==> src/rtl/pam4_llr_pkg.sv <==
// Package: shared arithmetic for the 4-PAM LLR mapper.
// All functions work on integer address steps; one level unit = u steps.
// Results are in units of 4/u, which keeps every value an exact integer.
package pam4_llr_pkg;

    // First-bit ratio: linear with slope 1 inside |q|<=2u, slope 2 beyond.
    function automatic int bit0_ratio(input int q, input int u);
        if (q > 2 * u)       return 2 * q - 2 * u;
        else if (q < -2 * u) return 2 * q + 2 * u;
        else                 return q;
    endfunction

    // Second-bit ratio: V shape with its zeros at |q| = 2u.
    function automatic int bit1_ratio(input int q, input int u);
        return ((q < 0) ? -q : q) - 2 * u;
    endfunction

    // Symmetric clip to +-m.
    function automatic int clip_sym(input int v, input int m);
        if (v > m)       return m;
        else if (v < -m) return -m;
        else             return v;
    endfunction

endpackage

==> src/rtl/pam4_est_quant.sv <==
// Module: pam4_est_quant
// Floors the signed estimate to the address grid, then saturates it to the
// signed ADDR_W range. Assumes IN_FRAC >= ADDR_FRAC. Purely combinational.
module pam4_est_quant #(
    parameter int IN_W      = 12,
    parameter int IN_FRAC   = 8,
    parameter int ADDR_W    = 7,
    parameter int ADDR_FRAC = 4
) (
    input  logic signed [IN_W-1:0]   est,
    output logic signed [ADDR_W-1:0] addr
);
    localparam int SHIFT = IN_FRAC - ADDR_FRAC;
    localparam int AMAX  = (1 << (ADDR_W - 1)) - 1;
    localparam int AMIN  = -(1 << (ADDR_W - 1));

    logic signed [IN_W-1:0] floored;
    int                     fl_int;

    // Arithmetic shift gives floor division for both signs.
    always_comb begin
        floored = est >>> SHIFT;
        fl_int  = int'(floored);
        if (fl_int > AMAX)      addr = ADDR_W'(AMAX);
        else if (fl_int < AMIN) addr = ADDR_W'(AMIN);
        else                    addr = ADDR_W'(fl_int);
    end
endmodule

==> src/rtl/pam4_llr_lookup.sv <==
// Module: pam4_llr_lookup
// Maps a signed address to the two clipped LLRs. USE_TABLE=1 builds a
// constant table of 2^ADDR_W entries at elaboration; USE_TABLE=0 evaluates
// the same functions directly. Assumes ADDR_FRAC >= 2 so results are exact.
module pam4_llr_lookup
    import pam4_llr_pkg::*;
#(
    parameter int ADDR_W    = 7,
    parameter int ADDR_FRAC = 4,
    parameter int LLR_W     = 7,
    parameter bit USE_TABLE = 1'b1
) (
    input  logic signed [ADDR_W-1:0] addr,
    output logic signed [LLR_W-1:0]  llr0,
    output logic signed [LLR_W-1:0]  llr1
);
    localparam int DEPTH = 1 << ADDR_W;
    localparam int UNIT  = 1 << ADDR_FRAC;
    localparam int LMAX  = (1 << (LLR_W - 1)) - 1;

    generate
        if (USE_TABLE) begin : g_table
            logic [2*LLR_W-1:0] tbl [DEPTH];
            // Fill each entry with the pair for its two's-complement address.
            for (genvar a = 0; a < DEPTH; a++) begin : g_entry
                localparam int QA = (a >= DEPTH / 2) ? a - DEPTH : a;
                assign tbl[a] = {LLR_W'(clip_sym(bit0_ratio(QA, UNIT), LMAX)),
                                 LLR_W'(clip_sym(bit1_ratio(QA, UNIT), LMAX))};
            end
            // Read the selected entry.
            assign {llr0, llr1} = tbl[$unsigned(addr)];
        end else begin : g_arith
            int qa;
            // Evaluate both ratios directly from the address.
            always_comb begin
                qa   = int'(addr);
                llr0 = LLR_W'(clip_sym(bit0_ratio(qa, UNIT), LMAX));
                llr1 = LLR_W'(clip_sym(bit1_ratio(qa, UNIT), LMAX));
            end
        end
    endgenerate
endmodule

==> src/rtl/pam4_llr_mapper.sv <==
// Module: pam4_llr_mapper (top)
// Quantizes a 4-PAM estimate, maps it to two per-bit LLRs and registers the
// result with one cycle of latency. Outputs hold while no input is valid.
// Assumes a synchronous active-low reset and a single clock.
module pam4_llr_mapper #(
    parameter int IN_W      = 12,
    parameter int IN_FRAC   = 8,
    parameter int ADDR_W    = 7,
    parameter int ADDR_FRAC = 4,
    parameter int LLR_W     = 7,
    parameter bit USE_TABLE = 1'b1
) (
    input  logic                    clk,
    input  logic                    rst_n,
    input  logic                    in_valid,
    input  logic signed [IN_W-1:0]  in_est,
    output logic                    out_valid,
    output logic signed [LLR_W-1:0] out_llr0,
    output logic signed [LLR_W-1:0] out_llr1
);
    localparam int TWO_RAW = 2 << IN_FRAC;

    logic signed [ADDR_W-1:0] addr;
    logic signed [LLR_W-1:0]  llr0_c;
    logic signed [LLR_W-1:0]  llr1_c;

    pam4_est_quant #(
        .IN_W(IN_W), .IN_FRAC(IN_FRAC), .ADDR_W(ADDR_W), .ADDR_FRAC(ADDR_FRAC)
    ) u_quant (
        .est(in_est), .addr(addr)
    );

    pam4_llr_lookup #(
        .ADDR_W(ADDR_W), .ADDR_FRAC(ADDR_FRAC), .LLR_W(LLR_W), .USE_TABLE(USE_TABLE)
    ) u_lookup (
        .addr(addr), .llr0(llr0_c), .llr1(llr1_c)
    );

    // Output register: load on a valid input, otherwise hold.
    always_ff @(posedge clk) begin
        if (!rst_n) begin
            out_valid <= 1'b0;
            out_llr0  <= '0;
            out_llr1  <= '0;
        end else begin
            out_valid <= in_valid;
            if (in_valid) begin
                out_llr0 <= llr0_c;
                out_llr1 <= llr1_c;
            end
        end
    end

    // a valid input produces a valid output on the next cycle.
    p_latency_r5: assert property (@(posedge clk) disable iff (!rst_n)
        in_valid |=> out_valid);
    // no output strobe without an input strobe.
    p_idle_r5: assert property (@(posedge clk) disable iff (!rst_n)
        !in_valid |=> !out_valid);
    // outputs keep their values across an idle cycle.
    p_hold_r6: assert property (@(posedge clk) disable iff (!rst_n)
        !in_valid |=> ($stable(out_llr0) && $stable(out_llr1)));
    // the most negative code never leaves the block.
    p_clip_r3: assert property (@(posedge clk) disable iff (!rst_n)
        out_valid |-> (out_llr0 != {1'b1, {(LLR_W-1){1'b0}}}) &&
                      (out_llr1 != {1'b1, {(LLR_W-1){1'b0}}}));
    // a zero estimate gives a zero first-bit LLR.
    p_zero_r4: assert property (@(posedge clk) disable iff (!rst_n)
        (in_valid && in_est == '0) |=> out_llr0 == '0);
    // an estimate of +-2.0 gives a zero second-bit LLR.
    p_edge_r4: assert property (@(posedge clk) disable iff (!rst_n)
        (in_valid && (int'(in_est) == TWO_RAW || int'(in_est) == -TWO_RAW))
        |=> out_llr1 == '0);
    // first-bit LLR sign follows the estimate sign.
    p_sign_r9: assert property (@(posedge clk) disable iff (!rst_n)
        in_valid |=> (out_llr0[LLR_W-1] == $past(in_est[IN_W-1])));
endmodule

==> config.mk <==
export PLATFORM = sky130hd
export DESIGN_NAME = pam4_llr_mapper
export DESIGN_NICKNAME = d
export VERILOG_FILES = /design/src/rtl/pam4_llr_pkg.sv /design/src/rtl/pam4_est_quant.sv /design/src/rtl/pam4_llr_lookup.sv /design/src/rtl/pam4_llr_mapper.sv
export SDC_FILE = /design/constraint.sdc
export NUM_CORES = 1
export LEC_CHECK = 0
export ABC_CLOCK_PERIOD_IN_PS = 2800
export BUFFER_PORTS_ARGS = -buffer_cell sky130_fd_sc_hd__buf_2
export CORE_UTILIZATION = 25
export DETAILED_ROUTE_END_ITERATION = 8
export GPL_ROUTABILITY_DRIVEN = 0
export GPL_TIMING_DRIVEN = 0
export SYNTH_ARGS = -nofsm -noshare
export SYNTH_HDL_FRONTEND = slang
export SYNTH_SLANG_ARGS = --single-unit
==> constraint.sdc <==
create_clock -name clk -period 2.8 [get_ports clk]
set_input_delay 0 -clock clk [delete_from_list [all_inputs] [get_ports clk]]
set_output_delay 0 -clock clk [all_outputs]
set_load 0.01 [all_outputs]
# After elaboration in Yosys (flattened, before gate mapping)
# Memory sizes are Yosys's and may differ from the RTL's. A register that Yosys moved wholly into a read port is not among the register bits.
# Cells that the tools add are included.
dict set report word_totals {
  register_bits 1
  latch_bits 0
  ram_bits 0
  romBits 1792
  out_inout_bits 15
  word_cells 8
  memories 1
}
# memory words word_bits read_ports rd_ports_with_merged_regs wr line_no
set mem_list {}
lappend mem_list {{(no name shown)} 128 14 1 1 0 pam4_llr_lookup.sv:31} ;# assign {llr0, llr1} = tbl[$unsigned(addr)];
dict set report classes {
  n_addsub 0
  mul 0
  div_mod_pow 0
  n_lt_le_gt_ge 2
  eq_ne 0
  n_shift 0
  n_mux 2
  bitwise 1
  reduce_logical 1
}
# operator count
set op_table {}
lappend op_table {{$mux W7} 2}
lappend op_table {{$gt A8 B7 Y1 const B} 1}
lappend op_table {{$lt A8 B7 Y1 const B} 1}
lappend op_table {{$not A7 Y8} 1}
lappend op_table {{$logic_not A1 Y1} 1}

# Depth between registers and ports, before layout
dict set report logic_depth {
  word_depth 4
  ltp_mapped 9
  ltp_nobuf 8
}

# Modules after synthesis
# From an unflattened synthesis, not the netlist that was laid out.
dict set report unflattened {
  hier_cells 105
  hier_area_um2 977.2
}
# module n_inst cells_each area_each_um2 seq_area_each_um2
set by_module_without_submodules {}
lappend by_module_without_submodules {pam4_llr_mapper 1 47 570.5 300.3}
lappend by_module_without_submodules {pam4_llr_lookup 1 50 331.6 0.0}
lappend by_module_without_submodules {pam4_est_quant 1 8 75.1 0.0}

# Worst setup path before layout
# No wires, ideal clock.
dict set report synth_timing {
  path_type {input to register}
  from {in in_est[10]}
  to {reg out_llr0[0]}
  setup_ns 0.058
  arrival_time_ns 1.583
  slack_ns 1.159
  stages 9
  n_path_buf 2
  path_cell_list {buf_2 buf_2 a21o_1 o21ai_0 ha_1 inv_1 or3_4 a2111oi_4 a211o_1}
}
dict set report synth_via {
  elab_chain_len 4
  elab_cells_between_ends 5
  cone_classes {2 x order compare; 2 x mux; 1 x bitwise}
}
# element line_no
set synth_rtl {}
lappend synth_rtl {{start: declaration} pam4_llr_mapper.sv:16} ;# input logic signed [IN_W-1:0] in_est,
lappend synth_rtl {{$lt A8 B7 Y1} pam4_est_quant.sv:25} ;# else if (fl_int < AMIN) addr = ADDR_W'(AMIN);
lappend synth_rtl {{$mux W7} pam4_est_quant.sv:25}
lappend synth_rtl {{$mux W7 (*)} pam4_est_quant.sv:24} ;# if (fl_int > AMAX) addr = ADDR_W'(AMAX);
lappend synth_rtl {{$not A7 Y8 (not written as such) (*)} pam4_llr_lookup.sv:31}
lappend synth_rtl {{end: declaration} pam4_llr_mapper.sv:18} ;# output logic signed [LLR_W-1:0] out_llr0,
# Every way passes the cells marked *; elsewhere a longest branch is shown, timed or not.
# A chain may end at the register's enable or synchronous reset.

# Worst setup path after layout
# Same ends and word-level chain as after synthesis.

==> key figures <==
Floorplanning
  • Placement Rows: 22
  • Area of the core: 3660 um^2
  • Die extent in y: 63.9 um
  • # IOs: 30
  • Effective utilization at floorplan: 26.1%
  • Die width: 63.9 um
  • Die outline area: 4080 um^2

Synth
  • Mapped Area: 957 um^2
  • Register bit total from synthesis: 15
  • Area fraction of the dominant cell type after synthesis: 31.4%
  • Post-synthesis sequential area ratio: 31.4%
  • Number of warning messages in the yosys log: 0
  • Biggest area contributors in the synthesized netlist: sky130_fd_sc_hd__dfxtp_1, sky130_fd_sc_hd__o21ai_0, sky130_fd_sc_hd__a21oi_1
  • Number of nets in the synthesized netlist: 141
  • Number of distinct standard cells referenced by the synthesized netlist: 35
  • Cell type with the largest total area after synthesis: sky130_fd_sc_hd__dfxtp_1
  • Synthesized area per cell: 7.72 um^2
  • Post-synthesis cell count: 124

Timing
  • Setup TNS: 0 ns
  • Final critical-path share of the clock period: 55.4%
  • Slew at the pin with the worst max-slew slack: 0.435 ns
  • Number of pins with negative max-slew slack in the final report: 0
  • Endpoints failing setup: 0
  • Number of hold violations in the final report: 0
  • Setup clock skew after layout: 0 ns
  • Max-Slew Margin vs Limit: 70.6%
  • Setup repair after global routing missed its margin: false
  • Min Tclk post-route: 1.55 ns
  • Maximum frequency from static timing analysis: 645 MHz

Setup path
  • Required time reported for the critical path endpoint: 3.00 ns
  • Crit path capture type: flip-flop
  • Crit path top cell by count: sky130_fd_sc_hd__buf_2
  • Maximum fanout count along the critical path: 10
  • Element type at the critical path start: input port
  • Peak per-stage delay on the critical path: 0.35 ns
  • Setup Crit Path Kind: input port to flip-flop
  • Data arrival time of the worst path: 1.75 ns
  • Critical path, cell by cell: buf_2 -> buf_2 -> a21o_1 -> o21ai_0 -> ha_1 -> inv_1 -> or3_4 -> a2111oi_4 -> a211o_1
  • Slowest library cell on the worst path: sky130_fd_sc_hd__or3_4

Route
  • Total vias in the final route: 997
  • Remaining antenna violation count: 0
  • Ratio of routed vias to standard cells: 5.06
  • Number of remaining DRC errors: 0
  • Initial drt markers: 15
  • First-pass detailed-route iteration total: 4
  • Routed wire length: 2460 um
  • Wirelength per Cell: 12.5 um

Placement
  • I/O Buffers: 21
  • Final HPWL DP: 1810 um

Power and ir drop
  • Maximum resistive drop on vdd: 242 uV
  • Leakage: 0.516 nW
  • PD cells: 469 nW/um^2

Clock network
  • Number of buffers created by CTS: 3
  • Number of sinks driven by the clock tree: 15
  • Cell at the root of the clock tree: sky130_fd_sc_hd__clkbuf_8
  • Htree depth: 1
  • Longest Clk Path Bufs: 2
  • Post-CTS setup-driven buffer insertion count: 0
  • Clock-pin slew of the registers on the worst-case setup and hold paths: 0.06 ns
  • CTS tree: done
  • Clock insertion delay at the later pin of the skew report: 0.25 ns
  • Number of hold-repair buffers added at the cts stage: 0
  • Post-CTS sizing: 0

Outcome
  • Result of the run: complete, no violations

Cells and area
  • Filler cell count: 399
  • Diode count: 0
  • Number of nets in the layout: 167
  • Area overhead of the layout relative to synthesis: 22.0%
  • Commonest non-fill, non-tap cells in the layout: sky130_fd_sc_hd__buf_2, sky130_fd_sc_hd__o21ai_0, sky130_fd_sc_hd__a21oi_1, sky130_fd_sc_hd__dfxtp_1
  • Final core occ: 31.9%
  • Share of cells above drive strength 1: 24.2%
  • Leading cell type in the layout, fill and taps excluded: sky130_fd_sc_hd__buf_2

Global routing
  • GRT overflow: 0
  • Wire length of the first global-routing pass: 4230 um
  • Pin count of the biggest net entering global routing: 11
  • Initial antenna violation count: 0
  • Vias in the first global route: 939
  • Total Routing Usage GR: 13.1%

Flow run
  • Count of maximum capacitance violations: 0

Worst hold path
  • Class of the tightest hold or removal check: input port to flip-flop
## kinds of logic (layout without fill, tap and decap cells)
| family | after synthesis | in the layout | share of synthesized area, % |
|---|---|---|---|
| AO/OA/AOI/OAI | 51 | 51 | 35.4 |
| adder cells (fa/ha/maj) | 3 | 3 | 3.66 |
| buffers and inverters | 19 | 44 | 9.28 |
| flip-flops | 15 | 15 | 31.4 |
| multiplexers | 3 | 3 | 3.14 |
| AND/OR/NAND/NOR | 33 | 33 | 17.1 |
## cell type report
class                      count  area (um^2)  area share, %
inverter                       7         26.3           2.25
sequential                    15          300           25.7
clock buffer                   4         45.0           3.86
buffer                        12         62.6           5.36
timing repair buffer          21          105           9.00
multi-input combinational     90          568           48.7
tap                           48         60.1           5.14
## path summary, 6_finish.rpt
path,start,slack (ns),depth (start not counted),to
max,in_est[10],1.25,9,out_llr0[0]$_SDFFE_PN0P_
min,in_est[7],0.14,4,out_llr1[3]$_SDFFE_PN0P_
max reg2reg,out_llr0[1]$_SDFFE_PN0P_,1.99,3,out_llr0[1]$_SDFFE_PN0P_
min reg2reg,out_llr1[3]$_SDFFE_PN0P_,0.43,2,out_llr1[3]$_SDFFE_PN0P_
## power by group
group | switching (mW) | leakage [nW] | internal (mW)
Sequential | 0.00641 | 0.124 | 0.230
Clock | 0.0811 | 0.0228 | 0.101
Combinational | 0.0771 | 0.369 | 0.0523
Total | 0.165 | 0.516 | 0.383
## critical path: cells and delay by family
kind / cells / cell delay [ns]
compound gates: 4 / 0.76
fa+ha+maj: 1 / 0.24
simple gates: 1 / 0.35
buf+inv: 3 / 0.40
## routing by layer
layer / GRT usage (%) / share of wire [%] / wire length [um] / vias to the layer above
li1: - / - / - / 503
met1: 16.8 / 48 / 1180 / 463
met2: 21.3 / 45 / 1120 / 24
met3: 1.79 / 3.7 / 91 / 7
met4: 6.53 / 2.6 / 65 / 0
met5: 0 / 0 / 0 / -
## per-stage QoR
step	setup slack [ns]	power (mW)	hold WS, ns	instance area, um^2	std cells
global placement	1.01	0.370	0.375	1120	193
detailed placement	0.989	0.370	0.390	1120	193
floorplan	1.16	0.328	0.238	957	124
CTS	1.25	0.550	0.128	1170	197
global route	1.10	0.577	0.171	1170	197
finish	1.25	0.548	0.137	1170	197
## sequential cells by signal, indices dropped and copies added (netlist names)
signal / cells
out_llr1: 7
out_llr0: 7
out_valid: 1
## synth_stat cells
| library cell | count |
|---|---|
| sky130_fd_sc_hd__a2111oi_4 | 1 |
| sky130_fd_sc_hd__a211o_1 | 2 |
| sky130_fd_sc_hd__a211oi_1 | 1 |
| sky130_fd_sc_hd__a21o_1 | 1 |
| sky130_fd_sc_hd__a21oi_1 | 15 |
| sky130_fd_sc_hd__a221oi_1 | 1 |
| sky130_fd_sc_hd__a22o_1 | 2 |
| sky130_fd_sc_hd__a311oi_1 | 2 |
| sky130_fd_sc_hd__a31oi_1 | 3 |
| sky130_fd_sc_hd__a32o_1 | 1 |
| sky130_fd_sc_hd__a41oi_1 | 1 |
| sky130_fd_sc_hd__and2_1 | 1 |
| sky130_fd_sc_hd__and3_1 | 1 |
| sky130_fd_sc_hd__buf_2 | 8 |
| sky130_fd_sc_hd__buf_6 | 1 |
| sky130_fd_sc_hd__clkbuf_1 | 3 |
| sky130_fd_sc_hd__dfxtp_1 | 15 |
| sky130_fd_sc_hd__ha_1 | 2 |
| sky130_fd_sc_hd__inv_1 | 7 |
| sky130_fd_sc_hd__maj3_1 | 1 |
| sky130_fd_sc_hd__mux2i_1 | 3 |
| sky130_fd_sc_hd__nand2_1 | 9 |
| sky130_fd_sc_hd__nand3_1 | 2 |
| sky130_fd_sc_hd__nand3b_1 | 1 |
| sky130_fd_sc_hd__nor2_1 | 9 |
| sky130_fd_sc_hd__nor2b_1 | 4 |
| sky130_fd_sc_hd__nor3_1 | 3 |
| sky130_fd_sc_hd__nor4_1 | 1 |
| sky130_fd_sc_hd__nor4b_1 | 1 |
| sky130_fd_sc_hd__o211ai_1 | 1 |
| sky130_fd_sc_hd__o21a_1 | 2 |
| sky130_fd_sc_hd__o21ai_0 | 16 |
| sky130_fd_sc_hd__o221a_2 | 1 |
| sky130_fd_sc_hd__o221ai_1 | 1 |
| sky130_fd_sc_hd__or3_4 | 1 |
No activity file was read; power rests on OpenSTA's default activity.
